--- src/rtl/beep_port_pkg.sv ---
package beep_port_pkg;
    localparam int CTRL_W    = 3;
    localparam int MODE_BIT  = 2;
    localparam logic [1:0] CODE_ALT = 2'b01;

    typedef struct packed {
        logic tone_mode;
        logic sel_alt;
        logic hiz;
    } port_ctl_t;
endpackage

--- src/rtl/beep_tone_div.sv ---
module beep_tone_div #(
    parameter int HALF_A = 25,
    parameter int HALF_B = 12
) (
    input  logic clk,
    input  logic rst_n,
    input  logic restart_i,
    input  logic run_i,
    input  logic sel_alt_i,
    output logic tone_rel_o
);
    localparam int HMAX = (HALF_A > HALF_B) ? HALF_A : HALF_B;
    localparam int CW   = (HMAX > 1) ? $clog2(HMAX) : 1;

    typedef struct packed {
        logic [CW-1:0] cnt;
        logic          lvl;
    } div_t;

    div_t s_d, s_q;
    logic [CW-1:0] last_w;

    always_comb begin
        last_w = sel_alt_i ? CW'(HALF_B - 1) : CW'(HALF_A - 1);
        s_d    = s_q;
        if (restart_i || !run_i) begin
            s_d.cnt = '0;
            s_d.lvl = 1'b1;
        end else if (s_q.cnt == last_w) begin
            s_d.cnt = '0;
            s_d.lvl = ~s_q.lvl;
        end else begin
            s_d.cnt = s_q.cnt + 1'b1;
        end
    end

    always_ff @(posedge clk) begin
        if (!rst_n) begin
            s_q.cnt <= '0;
            s_q.lvl <= 1'b1;
        end else begin
            s_q <= s_d;
        end
    end

    assign tone_rel_o = s_q.lvl;


    cnt_bound_chk: assert property (@(posedge clk) disable iff (!rst_n)
        (s_q.cnt < CW'(HMAX)));


    toggle_at_wrap_chk: assert property (@(posedge clk) disable iff (!rst_n)
        (!$stable(s_q.lvl) && $past(run_i) && !$past(restart_i))
        |-> ($past(s_q.cnt) == $past(last_w)));
endmodule

--- src/rtl/beep_pin_mux.sv ---
module beep_pin_mux #(
    parameter int PORT_W = 2
) (
    input  logic [PORT_W-1:0] latch_i,
    input  logic              tone_mode_i,
    input  logic              tone_rel_i,
    input  logic              hiz_i,
    output logic [PORT_W-1:0] pull_low_o
);
    for (genvar i = 0; i < PORT_W; i++) begin : g_pin
        if (i == 0) begin : g_shared
            always_comb begin
                if (hiz_i)            pull_low_o[i] = 1'b0;
                else if (tone_mode_i) pull_low_o[i] = ~tone_rel_i;
                else                  pull_low_o[i] = ~latch_i[i];
            end
        end else begin : g_plain
            always_comb begin
                pull_low_o[i] = hiz_i ? 1'b0 : ~latch_i[i];
            end
        end
    end
endmodule

--- src/rtl/beep_port.sv ---
module beep_port
    import beep_port_pkg::*;
#(
    parameter int PORT_W = 2,
    parameter int HALF_A = 25,
    parameter int HALF_B = 12
) (
    input  logic              clk,
    input  logic              rst_n,
    input  logic              backup_i,
    input  logic              port_wr_i,
    input  logic [PORT_W-1:0] port_data_i,
    input  logic              beep_wr_i,
    input  logic [CTRL_W-1:0] beep_ctrl_i,
    output logic [PORT_W-1:0] pin_pull_low_o
);
    port_ctl_t         ctl_d, ctl_q;
    logic [PORT_W-1:0] latch_d, latch_q;
    logic              tone_rel;

    always_comb begin
        ctl_d   = ctl_q;
        latch_d = latch_q;
        if (port_wr_i) latch_d = port_data_i;
        if (beep_wr_i) begin
            ctl_d.tone_mode = beep_ctrl_i[MODE_BIT];
            ctl_d.sel_alt   = (beep_ctrl_i[1:0] == CODE_ALT);
        end
        if (backup_i)                     ctl_d.hiz = 1'b1;
        else if (port_wr_i || beep_wr_i)  ctl_d.hiz = 1'b0;
    end

    always_ff @(posedge clk) begin
        if (!rst_n) begin
            ctl_q   <= '0;
            latch_q <= '1;
        end else begin
            ctl_q   <= ctl_d;
            latch_q <= latch_d;
        end
    end

    beep_tone_div #(
        .HALF_A (HALF_A),
        .HALF_B (HALF_B)
    ) i_div (
        .clk        (clk),
        .rst_n      (rst_n),
        .restart_i  (beep_wr_i),
        .run_i      (ctl_q.tone_mode),
        .sel_alt_i  (ctl_q.sel_alt),
        .tone_rel_o (tone_rel)
    );

    beep_pin_mux #(
        .PORT_W (PORT_W)
    ) i_mux (
        .latch_i     (latch_q),
        .tone_mode_i (ctl_q.tone_mode),
        .tone_rel_i  (tone_rel),
        .hiz_i       (ctl_q.hiz),
        .pull_low_o  (pin_pull_low_o)
    );


    backup_release_chk: assert property (@(posedge clk) disable iff (!rst_n)
        backup_i |=> (pin_pull_low_o == '0));


    gp_write_chk: assert property (@(posedge clk) disable iff (!rst_n)
        (port_wr_i && !beep_wr_i && !backup_i && !ctl_q.tone_mode)
        |=> (pin_pull_low_o == ~$past(port_data_i)));

    if (PORT_W > 1) begin : g_hi_chk

        hi_bits_quiet_chk: assert property (@(posedge clk) disable iff (!rst_n)
            !$stable(pin_pull_low_o[PORT_W-1:1])
            |-> $past(port_wr_i || beep_wr_i || backup_i));
    end
endmodule

--- config.mk ---
export PLATFORM = sky130hd
export DESIGN_NAME = beep_port
export DESIGN_NICKNAME = d
export VERILOG_FILES = /design/src/rtl/beep_port_pkg.sv /design/src/rtl/beep_tone_div.sv /design/src/rtl/beep_pin_mux.sv /design/src/rtl/beep_port.sv
export SDC_FILE = /design/constraint.sdc
export NUM_CORES = 1
export LEC_CHECK = 0
export CAP_MARGIN = 15
export CORE_AREA = 4 4 41 43
export CTS_CLUSTER_SIZE = 8
export DETAILED_ROUTE_END_ITERATION = 10
export DIE_AREA = 0 0 45 47
export DONT_BUFFER_PORTS = 1
export HOLD_SLACK_MARGIN = 0.06
export PLACE_DENSITY_LB_ADDON = 0.15
export SETUP_SLACK_MARGIN = 0.4
export SKIP_LAST_GASP = 1
export SYNTH_ARGS = -nofsm -noshare
export SYNTH_HDL_FRONTEND = slang
export SYNTH_SLANG_ARGS = --single-unit
--- constraint.sdc ---
create_clock -name clk -period 1.34 [get_ports clk]
set_clock_uncertainty 0.15 [all_clocks]
set_input_delay 0.067 -clock clk [delete_from_list [all_inputs] [get_ports clk]]
set_output_delay 0.067 -clock clk [all_outputs]
set_load 0.1 [all_outputs]
# Word-level counts from Yosys, hierarchy flattened
# Index checks and enable logic that the tools add are counted.
# word_totals
reg_bits	11
latch_bits	0
ram_bits	0
mem_bits_ro	0
input_bits	10
output_inout_bits	2
wordCells	25
n_memories	0
# op_classes
addsub	1
n_mul	0
n_div	0
magnitude_cmp	0
eq_ne	2
shifts	0
muxes	6
n_bitwise	4
reduce_logical	6
# ops
operator	n
adder 5 x 1 -> 5 bit, second input constant	1
equality test 5 bit	1
2-to-1 mux 1 bit	5
2-to-1 mux 5 bit	1
NOT 1 bit	4
OR reduction 3 bit	1
equality test 2 x 1 -> 1 bit, second input constant	1
logical OR 1 bit	2
nonzero test 2 bit	1
OR reduction 2 bit	1
logical NOT 1 bit	1

# Logic depth before layout (Yosys ltp)
# logic_depth
depth_word	3
ltp_mapped	4
depth_no_buf	4

# Modules after synthesis
# From an unflattened synthesis, not the netlist that was laid out.
# unflattened
hier_cells	46
area_unflattened_um2	476.7
# by_module_without_submodules
mod	n_inst	cells_each	area_each_um2
beep_tone_div	1	26	270.3
beep_port	1	17	183.9
beep_pin_mux	1	3	22.5

# Least setup slack after synthesis
# OpenSTA, ideal clock, no wires.
# synth_path
path_type	reg-to-output
startpoint	reg latch_q[0]
endpoint	out pin_pull_low_o[0]
arrival_time_ps	2660
required_time_ps	1123
setup_slack_ps	-1537
stages_incl_launch_ff	3
path_buffers	0
path_cell_list	dfxtp_1 -> nor2b_1 -> a211oi_1
# synth_via
elab_chain_len	3
# synth_rtl
item	line	rtl
start: declaration	beep_port.sv:18	logic [PORT_W-1:0] latch_d, latch_q;
start signal: assignment	beep_port.sv:39	latch_q <= latch_d;
NOT 1 bit	beep_pin_mux.sv:15	else pull_low_o[i] = ~latch_i[i];
2-to-1 mux 1 bit	beep_pin_mux.sv:14	else if (tone_mode_i) pull_low_o[i] = ~tone_rel_i;
2-to-1 mux 1 bit	beep_pin_mux.sv:13	if (hiz_i) pull_low_o[i] = 1'b0;
end: declaration	beep_port.sv:15	output logic [PORT_W-1:0] pin_pull_low_o
# Every way passes these cells.

# Worst setup path after layout
# layout_path
startpoint	reg ctl_q[1] (netlist bit)
endpoint	reg i_div.s_q (netlist bit i_div.tone_rel_o)
# layout_via
elab_chain_len	2
# layout_rtl
item	line	rtl
start: declaration	beep_port.sv:17	port_ctl_t ctl_d, ctl_q;
start signal: assignment	beep_port.sv:38	ctl_q <= ctl_d;
2-to-1 mux 5 bit	beep_tone_div.sv:24	last_w = sel_alt_i ? CW'(HALF_B - 1) : CW'(HALF_A - 1);
equality test 5 bit	beep_tone_div.sv:29	end else if (s_q.cnt == last_w) begin
end: declaration	beep_tone_div.sv:20	div_t s_d, s_q;
# Every way passes these cells.
# A chain may end at the register's enable or synchronous reset.

==> flow_summary.json <==
{
  "ios": 12,
  "gp_congestion": 0.685,
  "cts_buffer_depth": 2,
  "yosysTopAreaCellShare_pct": 47.2,
  "portBuffers": 0,
  "htreeDepth": 1,
  "cts-buffers-inserted": 3,
  "viasPerCell": 4.91,
  "avgSynthCellArea_um2": 10.1,
  "yosysWarnings": 0,
  "cts_root_buf": "clkbuf_4",
  "fill_cells": 129,
  "synth_cells": 46,
  "path_clk_slew_ns": 0.07,
  "grt_pass1_wl_mm": 1.83,
  "seq_area_frac_synth_pct": 47.2,
  "synthSimpleGateAreaFrac_pct": 26.3,
  "synth_compound_area_share_pct": 8.04,
  "critPathRequiredTime_ns": 1.38,
  "peakVddDrop_mv": 0.849,
  "finalCritPeriodShare_pct": 112,
  "setup_viol": 6,
  "max_slew.worst_pin.slew_ns": 0.268,
  "postSynthNetCount": 57,
  "seq_area_um2": 231,
  "diodes": 0,
  "wirelength_mm": 1.05,
  "fin_util_pct": 56.0,
  "synthMuxAreaShare_pct": 8.58,
  "fin_tns_setup_ns": -0.567,
  "slew_viol_final": 0,
  "fin_area_um2": 728,
  "p_leak_uw": 0.000299,
  "synthAdderAreaFrac_pct": 2.68,
  "cts_tree": "built",
  "yosys-top-cells-count": "dfxtp_1 (11), mux2i_1 (4), nor3_1 (4)",
  "avgRoutedWirePerCell_um": 12.9,
  "cp-start-kind": "flop",
  "hold_viol_final": 0,
  "dp_hpwl_um": 763,
  "dpl_cell_area_um2": 588,
  "grt_antenna_before_repair": 0,
  "ant_nets": 0,
  "drt-pass1-iter-count": 4,
  "synthXorXnorAreaFrac_pct": 5.63,
  "synthArstFlopShare_pct": 0,
  "drv_cap": 0,
  "drt_iter0_drc": 5,
  "synth_area_leaders": "dfxtp_1 (47%), mux2i_1 (8.6%), nor3_1 (4.3%)",
  "status": "complete, but fails checks",
  "synth.distinct_cells": 21,
  "cp.arrival_ns": 1.54,
  "vias": 398,
  "clock-sinks": 11,
  "worst_slack_ns": -0.158,
  "die_w_um": 45,
  "yosysMostFrequentCell": "dfxtp_1",
  "die_y_um": 47,
  "max_freq_mhz": 668,
  "core_mm2": 0.00130,
  "grt_pass1_vias": 424,
  "grt_start_max_net_pins": 8,
  "clock_latency_ns": 0.26,
  "hold_path_class": "primary input to flop",
  "drc": 0,
  "synth_flop_cell": "dfxtp_1",
  "track_usage_pct": 12.2,
  "start_util_pct": 35.9,
  "rsz0062_at_grt": "yes",
  "synth_edf_count": 0,
  "multi_input_area_um2": 272,
  "period_needed_ns": 1.50,
  "violations": "setup timing",
  "overflow": 0,
  "synth_top_family_by_area": "simple AND/OR/NAND/NOR gates",
  "nets": 78,
  "synth_seq_cells": 11,
  "powerDensity_mw_per_mm2": 935,
  "worst-setup-path-type": "flop to flop",
  "yosysTopAreaCell": "dfxtp_1",
  "fp-row-count": 13,
  "path_max_fanout": 6,
  "syn_area_um2": 467,
  "worstSetupEndpointType": "flop",
  "syn_to_final_growth_pct": 56.0,
  "slew_headroom_pct": 82.1,
  "layout-drive-gt1-share_pct": 31.8,
  "dieArea_mm2": 0.00212
}
==> area by class of cell <==
class / count / share of cell area, %
clock buffer: 4 / 3.61
inverter: 2 / 1.03
multi-input combinational: 33 / 37.3
sequential: 11 / 31.8
tap: 15 / 2.58
timing repair buffer: 16 / 23.7
==> critical path, cell delays in order (launching register included) <==
cell	delay, ns
dfxtp_1	0.31
or4b_4	0.55
a21oi_4	0.22
mux2i_1	0.20
==> cells in the final DEF, fill, tap and decap left out, drive strengths merged <==
cell          instances
dlymetal6s4s          2
nand2                 3
xor2                  2
ha                    1
clkbuf                4
o22ai                 1
o21a                  1
a211oi                1
nor2                  3
nor2b                 2
nand2b                1
nand3                 2
nor3b                 2
dlygate4sd3           7
buf                   7
nand3b                1
xnor2                 1
mux2i                 4
nor3                  4
inv                   2
dfxtp                11
and2                  1
a21oi                 1
nand4b                1
or4b                  1
==> stage by stage <==
step | std cells | worst slack, ns | hold WS, ns | total power (µW)
after floorplan | 46 | -0.114 | -0.0211 | 411
after global placement | 67 | -0.110 | -0.0175 | 437
after detailed placement | 67 | -0.148 | -0.0160 | 439
after CTS | 80 | -0.170 | 0.315 | 685
after global routing | 81 | -0.208 | 0.132 | 708
final | 81 | -0.158 | 0.0974 | 681
==> final timing paths <==
kind,startpoint,end,slack (ns),depth (start not counted)
hold reg to reg,latch_q[0],latch_q[0],0.34,2
setup / recovery,ctl_q[1],i_div.tone_rel_o,-0.16,3
setup reg to reg,ctl_q[1],i_div.tone_rel_o,-0.16,3
hold / removal,port_wr_i,latch_q[1],0.1,3
==> cells by family after synthesis <==
group | Yosys count
simple gates | 21
mux | 4
compound gates | 4
buf+inv | 2
xor+xnor | 3
flops | 11
fa+ha+maj | 1
==> state kept, by name, indices dropped and copies added, names as in the netlist <==
signal	count
ctl_q	3
i_div.s_q	5
i_div.tone_rel_o	1
latch_q	2
==> report_power, final <==
| part | switching (µW) | total, µW | leakage (µW) | internal (µW) |
|---|---|---|---|---|
| combinational | 58.6 | 117 | 0.000194 | 58.3 |
| clock | 103 | 218 | 0.0000150 | 115 |
| sequential | 10.2 | 346 | 0.0000908 | 336 |
==> what timing repair did <==
item	CTS	global route
pin swaps	1	0
setup endpoints to repair	10	13
endpoints found under the hold margin	10	0
buffers inserted	0	1
hold buffers	9	0
gates resized for setup	4	3
==> metal layers <==
| layer | wire [µm] | up-vias | track usage, % |
|---|---|---|---|
| li1 | - | 203 | - |
| met1 | 447 | 185 | 13.1 |
| met2 | 546 | 6 | 21.5 |
| met3 | 24 | 4 | 2.30 |
| met4 | 27 | 0 | 8.77 |
| met5 | 0 | - | 0 |
Power figures use the tool's default switching activity.
